### config.mk
export PLATFORM = sky130hd
export DESIGN_NAME = cmpflag_unit
export DESIGN_NICKNAME = d
export VERILOG_FILES = /design/src/rtl/cmpflag_pkg.sv /design/src/rtl/cmpflag_int_calc.sv /design/src/rtl/cmpflag_fp_encode.sv /design/src/rtl/cmpflag_cond_eval.sv /design/src/rtl/cmpflag_unit.sv
export SDC_FILE = /design/constraint.sdc
export NUM_CORES = 1
export LEC_CHECK = 0
export BUFFER_PORTS_ARGS = -buffer_cell sky130_fd_sc_hd__clkbuf_2
export CORE_MARGIN = 2
export CORE_UTILIZATION = 41
export DETAILED_ROUTE_END_ITERATION = 10
export GPL_TIMING_DRIVEN = 0
export PLACE_DENSITY = 0.91
export SLEW_MARGIN = 30
export SYNTH_ARGS = -nofsm -noshare
export SYNTH_HDL_FRONTEND = slang
export SYNTH_SLANG_ARGS = --single-unit
### constraint.sdc
create_clock -name clk -period 3.45 [get_ports clk]
set_clock_uncertainty 0.15 [all_clocks]
set_input_delay 0.69 -clock clk [delete_from_list [all_inputs] [get_ports clk]]
set_output_delay 0.69 -clock clk [all_outputs]
set_load 0.05 [all_outputs]
### src/rtl/cmpflag_pkg.sv
package cmpflag_pkg;

  // Flag positions inside the 4-bit flag vector {N,Z,C,V}
  localparam int FL_N = 3;
  localparam int FL_Z = 2;
  localparam int FL_C = 1;
  localparam int FL_V = 0;

  localparam int NUM_COND = 12;

  typedef enum logic [3:0] {
    CC_EQ = 4'd0,  CC_NE = 4'd1,  CC_HS = 4'd2,  CC_LO = 4'd3,
    CC_MI = 4'd4,  CC_PL = 4'd5,  CC_HI = 4'd6,  CC_LS = 4'd7,
    CC_GE = 4'd8,  CC_LT = 4'd9,  CC_GT = 4'd10, CC_LE = 4'd11
  } cond_code_e;

  typedef struct packed {
    logic n;
    logic z;
    logic c;
    logic v;
  } flags_t;

endpackage

### src/rtl/cmpflag_int_calc.sv
module cmpflag_int_calc
  import cmpflag_pkg::*;
#(
  parameter int W = 32
) (
  input  logic [W-1:0] a,
  input  logic [W-1:0] b,
  output flags_t       flags
);
  localparam int MSB = W - 1;

  logic [W:0] diff;

  always_comb begin
    diff    = {1'b0, a} - {1'b0, b};
    flags.n = diff[MSB];
    flags.z = (a == b);
    flags.c = ~diff[W];
    flags.v = (a[MSB] != b[MSB]) && (diff[MSB] != a[MSB]);
  end
endmodule

### src/rtl/cmpflag_fp_encode.sv
module cmpflag_fp_encode
  import cmpflag_pkg::*;
(
  input  logic   lt,
  input  logic   eq,
  input  logic   gt,
  input  logic   un,
  input  logic   ops_ok,
  output flags_t flags,
  output logic   all_ok
);
  logic [2:0] hot_cnt;

  always_comb begin
    hot_cnt = {2'b00, lt} + {2'b00, eq} + {2'b00, gt} + {2'b00, un};
    all_ok  = ops_ok && (hot_cnt == 3'd1);
    flags.n = lt;
    flags.z = eq;
    flags.c = ~lt;
    flags.v = un;
    if (!all_ok) flags = '0;
  end
endmodule

### src/rtl/cmpflag_cond_eval.sv
module cmpflag_cond_eval
  import cmpflag_pkg::*;
(
  input  flags_t     flags,
  input  logic [3:0] flags_ok,
  input  logic [3:0] sel,
  output logic       holds,
  output logic       defined
);
  logic [3:0] need;
  logic       raw;
  logic       known_code;
  logic       nv_ne;

  always_comb begin
    nv_ne      = flags.n ^ flags.v;
    known_code = (sel < 4'(NUM_COND));
    need       = 4'b0000;
    raw        = 1'b0;
    case (sel)
      CC_EQ: begin raw = flags.z;               need[FL_Z] = 1'b1; end
      CC_NE: begin raw = ~flags.z;              need[FL_Z] = 1'b1; end
      CC_HS: begin raw = flags.c;               need[FL_C] = 1'b1; end
      CC_LO: begin raw = ~flags.c;              need[FL_C] = 1'b1; end
      CC_MI: begin raw = flags.n;               need[FL_N] = 1'b1; end
      CC_PL: begin raw = ~flags.n;              need[FL_N] = 1'b1; end
      CC_HI: begin raw = flags.c & ~flags.z;    need[FL_C] = 1'b1; need[FL_Z] = 1'b1; end
      CC_LS: begin raw = ~flags.c | flags.z;    need[FL_C] = 1'b1; need[FL_Z] = 1'b1; end
      CC_GE: begin raw = ~nv_ne;                need[FL_N] = 1'b1; need[FL_V] = 1'b1; end
      CC_LT: begin raw = nv_ne;                 need[FL_N] = 1'b1; need[FL_V] = 1'b1; end
      CC_GT: begin raw = ~nv_ne & ~flags.z;     need = 4'b1101; end
      CC_LE: begin raw = nv_ne | flags.z;       need = 4'b1101; end
      default: begin raw = 1'b0;                need = 4'b0000; end
    endcase
    defined = known_code && ((flags_ok & need) == need);
    holds   = defined && raw;
  end
endmodule

### src/rtl/cmpflag_unit.sv
module cmpflag_unit
  import cmpflag_pkg::*;
#(
  parameter int W = 32
) (
  input  logic         clk,
  input  logic         rst_n,
  input  logic         cmp_en,
  input  logic         cmp_is_fp,
  input  logic [W-1:0] op_a,
  input  logic [W-1:0] op_b,
  input  logic         fp_lt,
  input  logic         fp_eq,
  input  logic         fp_gt,
  input  logic         fp_un,
  input  logic         fp_ops_ok,
  input  logic [3:0]   cond_sel,
  input  logic         br_req,
  input  logic         mov_req,
  input  logic [W-1:0] mov_src,
  input  logic [W-1:0] mov_dst,
  input  logic         mov_dst_ok,
  output logic [3:0]   flag_val,
  output logic [3:0]   flag_ok,
  output logic         cond_true,
  output logic         cond_defined,
  output logic         br_take,
  output logic         br_fall,
  output logic         br_fault,
  output logic [W-1:0] mov_wdata,
  output logic         mov_wok
);
  flags_t     int_flags, fp_flags;
  logic       fp_all_ok;
  flags_t     flags_q, flags_d;
  logic [3:0] ok_q, ok_d;

  cmpflag_int_calc #(.W(W)) int_calc_i (
    .a     (op_a),
    .b     (op_b),
    .flags (int_flags)
  );

  cmpflag_fp_encode fp_enc_i (
    .lt     (fp_lt),
    .eq     (fp_eq),
    .gt     (fp_gt),
    .un     (fp_un),
    .ops_ok (fp_ops_ok),
    .flags  (fp_flags),
    .all_ok (fp_all_ok)
  );

  // Next-state selection
  always_comb begin
    flags_d = flags_q;
    ok_d    = ok_q;
    if (cmp_en) begin
      if (cmp_is_fp) begin
        flags_d = fp_flags;
        ok_d    = {4{fp_all_ok}};
      end else begin
        flags_d = int_flags;
        ok_d    = 4'hF;
      end
    end
  end

  // Flag register
  always_ff @(posedge clk or negedge rst_n) begin
    if (!rst_n) begin
      flags_q <= '0;
      ok_q    <= '0;
    end else begin
      flags_q <= flags_d;
      ok_q    <= ok_d;
    end
  end

  cmpflag_cond_eval cond_i (
    .flags    (flags_q),
    .flags_ok (ok_q),
    .sel      (cond_sel),
    .holds    (cond_true),
    .defined  (cond_defined)
  );

  // Consumers
  always_comb begin
    br_take  = br_req &  cond_defined &  cond_true;
    br_fall  = br_req &  cond_defined & ~cond_true;
    br_fault = br_req & ~cond_defined;

    mov_wdata = mov_dst;
    mov_wok   = mov_dst_ok;
    if (mov_req) begin
      if (!cond_defined) begin
        mov_wok = 1'b0;
      end else if (cond_true) begin
        mov_wdata = mov_src;
        mov_wok   = 1'b1;
      end
    end
  end

  assign flag_val = flags_q;
  assign flag_ok  = ok_q;
endmodule

==> metrics.md <==
| Metric | Value |
|---|---|
| Synthesized cell area | 0.00204 mm2 |
| Synth top area cells | mux2_4, ha_1, inv_1, dfrtp_1, a21oi_1 |
| Total track usage | 0.250 |
| Slew HR | 0.760 |
| Most used DFF post-synth | dfrtp_1 |
| Maximum clock insertion buffer count | 2 |
| Layout cells sized above 1 | 0.543 |
| Crit-path leading delay family | buffers and inverters |
| Via count | 2566 |
| Worst path max stage delay | 0.33 ns |
| Critical path startpoint category | input pin |
| # IOs | 190 |
| Vias in the first global route | 2554 |
| Syn Nets | 424 |
| P per Cell Area | 268 mW/mm2 |
| Crit path arrival time | 2.49 ns |
| Post-synth EDFFs | 0 |
| Worst path slowest cell | mux2_4 |
| Area of placed instances | 0.00307 mm2 |
| Pin count of the biggest net entering global routing | 11 |
| Top post-synthesis cells by count | inv_1, ha_1, mux2_4 |
| Fin crit share | 0.965 |
| Initial antenna violation count | 0 |
| NumNets Final | 618 |
| Post_cts resized | 0 |
| Cells after Synth | 245 |
| Total grt overflow | 0 |
| Hold Vio Cnt, Final | 0 |
| Syn avg cell area | 8.31 um2 |
| Die width | 74.5 um |
| Yosys top cell area share | 0.214 |
| Core ar. | 0.00475 mm2 |
| Final HPWL DP | 6610 um |
| CTS buffer count | 3 |
| Drt initial violations | 44 |
| Most common cell in the netlist | inv_1 |
| Hold bufs inserted after CTS | 0 |
| Post-CTS Setup Bufs | 0 |
| CTS tree | done |
| Register area share after synthesis | 0.0615 |
| RSZ-0062 raised after global routing | false |
| Ys async rst share | 1.00 |
| DR vias/cell | 5.08 |
| Remaining DRCs | 0 |
| Crit Path Class | input pin to output port |
| WP buf/inv | 3 |
| Crit path max fanout | 10 |
| Status | completed |
| Setup TNS | 0 ns |
| Wire per inst | 14.3 um |
| Initial core utilization | 0.428 |
| Clk root buf | clkbuf_8 |
| Routability cong. | 0.832 |
| Number of max-cap violations | 0 |
| Worst setup margin | 0.121 ns |
| Die area | 0.00555 mm2 |
| Synth area leader | mux2_4 |
| Hold Path Class | input pin to asynchronous set/reset pin |
| Sink Count | 5 |
| Synth cell types | 44 |
| Post-DRT Antenna Nets | 0 |
| Synth warn | 0 |
| Design Area, Final | 0.00312 mm2 |
| Cell Chain, Critical Path | clkbuf_2 -> and3b_1 -> a211oi_2 -> o21ai_2 -> xnor2_2 -> nor2_4 -> buf_6 -> mux2_4 -> clkbuf_2 |
| Final min period | 3.33 ns |
| Routed wire length | 7210 um |
| TritonRoute pass-1 iters | 4 |
| Worst-Skew Late Latency | 0.22 ns |
| Setup WS pre-CTS | 0.103 ns |
| Port-buffer cells | 189 |
| Crit end category | output port |
| #FFs+latches synth | 5 |
| CTS H-Tree Depth | 1 |
| Most used cell along the critical path | clkbuf_2 |
| Peak VDD IR | 0.217 mV |
| FMAX | 300 MHz |
| Area grow syn2layout | 53.1% |
| Row count | 25 |
| Die height | 74.5 um |
| Worst-Margin Slew | 0.356 ns |
| Critical Path RT | 2.61 ns |
| # fillers | 429 |
| Clk slew on worst S/H paths | 0.04 ns |
| P_leak | 1.89 nW |
| Ant diodes | 0 |
| Final slew viol count | 0 |
| Global-route wire length before repair | 11000 um |
| Final setup violation count | 0 |
[registers in the layout (all words and copies together) (netlist names)]
signal,flops
flag_val,4
flag_ok,1
[cell usage in the layout (no fill, tap or decap), drive strengths merged, types with 2 or more instances in the layout]
cell,netlist,routed
mux2i,2,2
and3,3,3
nor4,2,2
nor3,2,2
a31oi,5,5
and2,4,4
dfrtp,5,5
ha,34,34
clkbuf,2,194
and4,3,3
mux2,32,32
o21ai,9,9
a311oi,2,2
nand4,5,5
nor2b,3,3
a21o,8,8
nand3,14,14
a21oi,15,15
o221ai,2,2
buf,6,7
o211ai,4,4
nor2,9,9
nand2,13,13
and3b,2,2
or4b,2,2
or2,2,2
inv,42,42
xnor2,2,2
[path summary, 6_finish.rpt]
kind	slack, ns	end	from	cells past startpoint
worst max-delay path	0.12	mov_wdata[26]	cond_sel[1]	9
worst min-delay path	0.13	flag_val[2]	rst_n	1
worst max register to register	2.23	flag_val[3]	flag_val[3]	4
worst min register to register	0.47	flag_val[2]	flag_val[2]	2
max in group asynchronous	2.89	flag_val[3]	rst_n	1
min in group clk	0.47	flag_val[2]	flag_val[2]	2
[layout make-up]
cell class,instances,area (um2),area share
multi-input combinational,190,1700,0.544
timing repair buffer,189,946,0.303
inverter,42,158,0.0506
tap,67,83.8,0.0269
clock buffer,4,45.0,0.0145
buffer,8,63.8,0.0205
sequential,5,125,0.0401
[routing by layer]
metal | track usage | up-vias | part of all wire
met5 | 0 | - | 0
met4 | 0.0595 | 0 | 0.020
met3 | 0.0515 | 14 | 0.091
met2 | 0.492 | 129 | 0.52
met1 | 0.270 | 1147 | 0.37
li1 | - | 1276 | -
[metrics by stage]
stage	hold slack (ns)	std cells	utilization	power, mW
after floorplan	0.244	245	-	0.540
after global placement	0.355	501	0.646	0.712
after detailed placement	0.359	501	0.646	0.727
after CTS	0.127	505	0.656	0.839
after global routing	0.130	505	0.656	0.895
final	0.127	505	0.656	0.835
[cell families (layout without fill, tap and decap cells)]
logic type | Yosys count | after routing | synth area share
adder cells (fa/ha/maj) | 35 | 35 | 0.219
AO/OA/AOI/OAI | 53 | 53 | 0.178
multiplexers | 34 | 34 | 0.240
AND/OR/NAND/NOR | 66 | 66 | 0.180
buffers and inverters | 50 | 243 | 0.109
flip-flops | 5 | 5 | 0.0615
XOR/XNOR | 2 | 2 | 0.0123
[power breakdown]
group	internal, mW	switching [mW]	leakage, nW	total [mW]
Combinational	0.247	0.404	1.81	0.652
Clock	0.0792	0.0278	0.0228	0.107
Sequential	0.0664	0.0102	0.0607	0.0766
Note: power is estimated with default switching activity, not from simulation.
